`src/rtl/bounce_pkg.sv`:
```
package bounce_pkg;
   // Mode code presented to the up/down core as {a, b}
   typedef enum logic [1:0] {
      MODE_HOLD = 2'b00,
      MODE_UP   = 2'b01,
      MODE_CLR  = 2'b10,
      MODE_DOWN = 2'b11
   } mode_e;

   typedef enum logic {
      DIR_RISE = 1'b0,
      DIR_FALL = 1'b1
   } dir_e;
endpackage

```
`src/rtl/updn_core.sv`:
```
module updn_core
   import bounce_pkg::*;
#(
   parameter int W = 2
) (
   input  logic         clk,
   input  logic         ctl_a,
   input  logic         ctl_b,
   output logic [W-1:0] cnt
);
   localparam logic [W-1:0] ONE = W'(1);

   mode_e         mode;
   logic [W-1:0]  cnt_q;
   logic [W-1:0]  cnt_d;

   assign mode = mode_e'({ctl_a, ctl_b});

   always_comb begin
      unique case (mode)
         MODE_HOLD: cnt_d = cnt_q;
         MODE_UP:   cnt_d = cnt_q + ONE;
         MODE_CLR:  cnt_d = '0;
         MODE_DOWN: cnt_d = cnt_q - ONE;
         default:   cnt_d = cnt_q;
      endcase
   end

   // State flops with no reset: clearing happens through the mode code
   always_ff @(posedge clk) begin
      cnt_q <= cnt_d;
   end

   assign cnt = cnt_q;
endmodule

```
`src/rtl/bounce_dir.sv`:
```
module bounce_dir
   import bounce_pkg::*;
#(
   parameter int W = 2
) (
   input  logic         clk,
   input  logic         init,
   input  logic [W-1:0] cnt,
   output dir_e         dir
);
   localparam logic [W-1:0] PEAK      = {W{1'b1}};
   localparam logic [W-1:0] PRE_PEAK  = PEAK - W'(1);
   localparam logic [W-1:0] PRE_FLOOR = W'(1);

   dir_e dir_q;
   dir_e dir_d;

   always_comb begin
      dir_d = dir_q;
      if (init)
         dir_d = DIR_RISE;
      else if (dir_q == DIR_RISE && cnt == PRE_PEAK)
         dir_d = DIR_FALL;
      else if (dir_q == DIR_FALL && cnt == PRE_FLOOR)
         dir_d = DIR_RISE;
   end

   always_ff @(posedge clk) begin
      dir_q <= dir_d;
   end

   assign dir = dir_q;
endmodule

```
`src/rtl/bounce_steer.sv`:
```
module bounce_steer
   import bounce_pkg::*;
(
   input  logic init,
   input  dir_e dir,
   output logic ctl_a,
   output logic ctl_b
);
   // init -> clear (1,0); rising -> up (0,1); falling -> down (1,1)
   assign ctl_a = init | (dir == DIR_FALL);
   assign ctl_b = ~init;
endmodule

```
`src/rtl/bounce_counter.sv`:
```
module bounce_counter
   import bounce_pkg::*;
#(
   parameter int W = 2
) (
   input  logic         clk,
   input  logic         init,
   output logic [W-1:0] count
);
   generate
      if (W < 2) begin : g_bad_width
         $error("bounce_counter: W must be at least 2");
      end
   endgenerate

   logic ctl_a;
   logic ctl_b;
   dir_e dir_q;

   updn_core #(.W(W)) u_core (
      .clk   (clk),
      .ctl_a (ctl_a),
      .ctl_b (ctl_b),
      .cnt   (count)
   );

   bounce_dir #(.W(W)) u_dir (
      .clk  (clk),
      .init (init),
      .cnt  (count),
      .dir  (dir_q)
   );

   bounce_steer u_steer (
      .init  (init),
      .dir   (dir_q),
      .ctl_a (ctl_a),
      .ctl_b (ctl_b)
   );
endmodule

```
`config.mk`:
```
export PLATFORM = sky130hd
export DESIGN_NAME = bounce_counter
export DESIGN_NICKNAME = d
export VERILOG_FILES = /design/src/rtl/bounce_pkg.sv /design/src/rtl/updn_core.sv /design/src/rtl/bounce_dir.sv /design/src/rtl/bounce_steer.sv /design/src/rtl/bounce_counter.sv
export SDC_FILE = /design/constraint.sdc
export NUM_CORES = 1
export LEC_CHECK = 0
export BUFFER_PORTS_ARGS = -buffer_cell sky130_fd_sc_hd__buf_2
export CORE_AREA = 4 4 41 43
export CTS_CLUSTER_SIZE = 30
export DETAILED_ROUTE_END_ITERATION = 12
export DIE_AREA = 0 0 45 47
export GPL_TIMING_DRIVEN = 0
export PLACE_DENSITY_LB_ADDON = 0.12
export SLEW_MARGIN = 20
export SYNTH_ARGS = -nofsm -noshare
export SYNTH_HDL_FRONTEND = slang
export SYNTH_HIERARCHICAL = 1
export SYNTH_SLANG_ARGS = --single-unit
```
`constraint.sdc`:
```
create_clock -name clk -period 1.15 [get_ports clk]
set_input_delay 0.115 -clock clk [delete_from_list [all_inputs] [get_ports clk]]
set_output_delay 0.115 -clock clk [all_outputs]
set_load 0.02 [all_outputs]
```
==> flow_metrics.env <==
export IMPL_gpl_final_weighted_congestion=0.638
export IMPL_max_cap_violations=0
export IMPL_synth_yosys_warnings=6
export IMPL_required_time_of_the_critical_path_ns=1.13
export IMPL_synth_ff_latch_count=3
export IMPL_die_width_um=45
export IMPL_rsz0062_at_grt="false"
export IMPL_status="completed"
export IMPL_switching_pwr_mw=0.194
export IMPL_design_core_area_um2=1300
export IMPL_wl_per_cell_um=8.41
export IMPL_timing_setup_critical_path_class="reg -> reg"
export IMPL_crit_path_max_incr_delay_ns=0.30
export IMPL_syn_num_nets=17
export IMPL_critical_path_slowest_cell="sky130_fd_sc_hd__dfxtp_1"
export IMPL_setup_worst_path_end="u_core/cnt[1]"
export IMPL_cp_max_fo=4
export IMPL_timing_hold_violations_final=0
export IMPL_area_growth_pct=38.5
export IMPL_globalRouteMet2Util_pct=4.80
export IMPL_number_of_antenna_violations_at_the_first_check_in_global_routing=0
export IMPL_synth_main_ff_cell="sky130_fd_sc_hd__edfxtp_1"
export IMPL_cts_tree="built"
export IMPL_drt_iter0_drc=0
export IMPL_routed_wl_um=311
export IMPL_worstRegToRegCells=2
export IMPL_clkLatencyLatePin_ns=0.23
export IMPL_placementRows=13
export IMPL_met3_usage_pct=2.30
export IMPL_tritoncts_num_buffers=3
export IMPL_timing_critical_path_cells="or2_4 > or2_2"
export IMPL_worst_setup_startpoint="u_dir/dir"
export IMPL_count_of_flip_flops_with_a_built_in_enable_after_synthesis=2
export IMPL_grt_overflow_total=0
export IMPL_r2r_start="u_dir/dir"
export IMPL_first_global_vias=141
export IMPL_detail_route_antenna_nets=0
export IMPL_firstDrtPassIters=1
export IMPL_seqPwrFrac_pct=34.9
export IMPL_power_ir_vdd_worst_v=0.000614
export IMPL_p_sw_share_pct=32.4
export IMPL_cts_sinks=3
export IMPL_crit_arrival_ns=1.09
export IMPL_worst_path_buf_inv=0
export IMPL_grt_start_max_net_pins=6
export IMPL_holdCritPathClass="in -> reg"
export IMPL_setup_tns_final_ns=0
export IMPL_fmax_ghz=0.907
export IMPL_worst_setup_hold_path_clk_slew_ns=0.04
export IMPL_average_cell_area_after_synthesis_um2=10.8
export IMPL_vias_per_cell=3.27
export IMPL_ioPinCount=4
export IMPL_power_share_clock_pct=31.3
export IMPL_dieArea_um2=2120
export IMPL_placement_io_buffers=3
export IMPL_die_height_um=47
export IMPL_drcViolationCount=0
export IMPL_grt_busiest_layer="met4"
export IMPL_synthDominantAreaCellType="sky130_fd_sc_hd__edfxtp_1"
export IMPL_diodes=0
export IMPL_min_period_ns=1.10
export IMPL_grt_total_usage_pct=4.28
export IMPL_timing_reg2reg_setup_slack_ns=0.05
export IMPL_post_route_cells_drive_above_1_share_pct=45.5
export IMPL_clock_tree_buf_depth=2
export IMPL_maxSlewViolCount=0
export IMPL_crit_family="simple AND/OR/NAND/NOR gates"
export IMPL_ys_types=13
export IMPL_filler_cell_count=149
export IMPL_nets=25
export IMPL_max_transition_margin_pct=88.7
export IMPL_power_per_cell_area_nw_per_um2=2670
export IMPL_setup_worst_path_end_class="register"
export IMPL_fin_skew_ns=0.00147
export IMPL_synth_cell_area_um2=163
export IMPL_worstSetupPathDepth=2
export IMPL_post_dp_cell_area_um2=196
export IMPL_r2r_end="u_core/cnt[1]"
export IMPL_final_setup_viol_count=0
export IMPL_synthesized_netlist_cell_count=15
export IMPL_global_route_wire_length_before_repair_um=517
export IMPL_start_kind="register"
export IMPL_floorplan_initialDensity_pct=12.5
export IMPL_netlist_top_cells_count="sky130_fd_sc_hd__edfxtp_1 (2), sky130_fd_sc_hd__inv_1 (2)"
export IMPL_comb_power_share_pct=33.9
export IMPL_ys_async_sr_fraction_pct=0
export IMPL_ys_top_cells_by_area="sky130_fd_sc_hd__edfxtp_1 (37%), sky130_fd_sc_hd__dfxtp_1 (12%), sky130_fd_sc_hd__o22ai_2 (7.7%), sky130_fd_sc_hd__mux2i_1 (6.2%), sky130_fd_sc_hd__and2b_2 (5.4%)"
export IMPL_clock_root_buffer="sky130_fd_sc_hd__clkbuf_4"
export IMPL_power_leakage_nw=0.0994
export IMPL_use_met1_pct=3.66
export IMPL_internal_power_mw=0.406
export IMPL_seq_area_frac_synth_pct=49.2
export IMPL_worst_pin_slew_ns=0.168
export IMPL_post_route_cell_area_um2=225
export IMPL_vias=121
export IMPL_htree_num_levels=1
export IMPL_synth_top_cell_area_share_pct=36.9
export IMPL_final_min_period_over_clock_period_pct=95.9
[how the worst min path moves through the flow]
stage                     start         to  slack, ns  cells past startpoint
final                      init  u_dir/dir       0.14                      2
after floorplan            init  u_dir/dir       0.23                      1
after detailed placement   init  u_dir/dir       0.37                      2
after global placement     init  u_dir/dir       0.38                      2
after CTS                  init  u_dir/dir       0.12                      2
after global routing       init  u_dir/dir       0.14                      2
[logic make-up after synthesis]
| family | share of synthesized area (%) |
|---|---|
| xor gates and xnor gates | 5.39 |
| muxes | 6.15 |
| AOI/OAI and AO/OA | 10.8 |
| and+or+nand+nor | 23.9 |
| buffers and inverters | 4.62 |
| DFF | 49.2 |
[routing by layer]
| metal | vias up | share of wire (%) |
|---|---|---|
| li1 | 62 | - |
| met1 | 52 | 50 |
| met2 | 5 | 35 |
| met3 | 2 | 8.4 |
| met4 | 0 | 5.5 |
| met5 | - | 0 |
[area by class of cell]
type | count | area, um^2 | share of cell area (%)
clock buffer | 4 | 26.3 | 11.7
inverter | 2 | 7.51 | 3.33
multi-input combinational | 10 | 77.6 | 34.4
sequential | 3 | 80.1 | 35.6
tap | 15 | 18.8 | 8.33
timing repair buffer | 3 | 15.0 | 6.67
[per-stage QoR]
step / util (%) / setup WS, ns / std cells / hold slack [ns] / total power [mW]
3_3_place_gp: 15.1 / 0.0356 / 33 / 0.375 / 0.410
4_1_cts: 17.1 / 0.0307 / 37 / 0.120 / 0.609
2_1_floorplan: - / 0.0749 / 15 / 0.227 / 0.357
5_1_grt: 17.3 / 0.00857 / 37 / 0.138 / 0.647
6_report: 17.3 / 0.0474 / 37 / 0.138 / 0.600
3_5_place_dp: 15.1 / 0.0468 / 33 / 0.373 / 0.409
[state kept, by name (all words and copies together), names as in the netlist]
| signal | count |
|---|---|
| u_dir/dir | 1 |
| u_core/cnt | 2 |
[placed cells by master (no fill, tap or decap), drive strengths merged]
cell	Yosys	final
or2	2	2
or2b	1	1
buf	0	3
inv	2	2
edfxtp	2	2
dfxtp	1	1
mux2i	1	1
a21oi	1	1
xnor2	1	1
clkbuf	0	4
o22ai	1	1
nand2b	1	1
nand2	1	1
and2b	1	1
[power groups by stage]
stage               clock (mW)  combinational [mW]  sequential (mW)
detailed placement           0               0.194            0.215
floorplan                    0               0.117            0.240
CTS                      0.201               0.197            0.211
global route             0.209               0.219            0.219
global placement             0               0.201            0.209
finish                   0.188               0.203            0.209
[worst register-to-register path: cells and delay by family (launching register included)]
family / cells / cell delay [ns]
flip-flops: 1 / 0.30
AND/OR/NAND/NOR: 2 / 0.55
[timing repair]
item,CTS,global route
endpoints found under the setup margin,0,2
hold buffers,0,0
buffers inserted,0,0
resized for setup,0,1
Note: power is estimated with default switching activity, not from simulation.
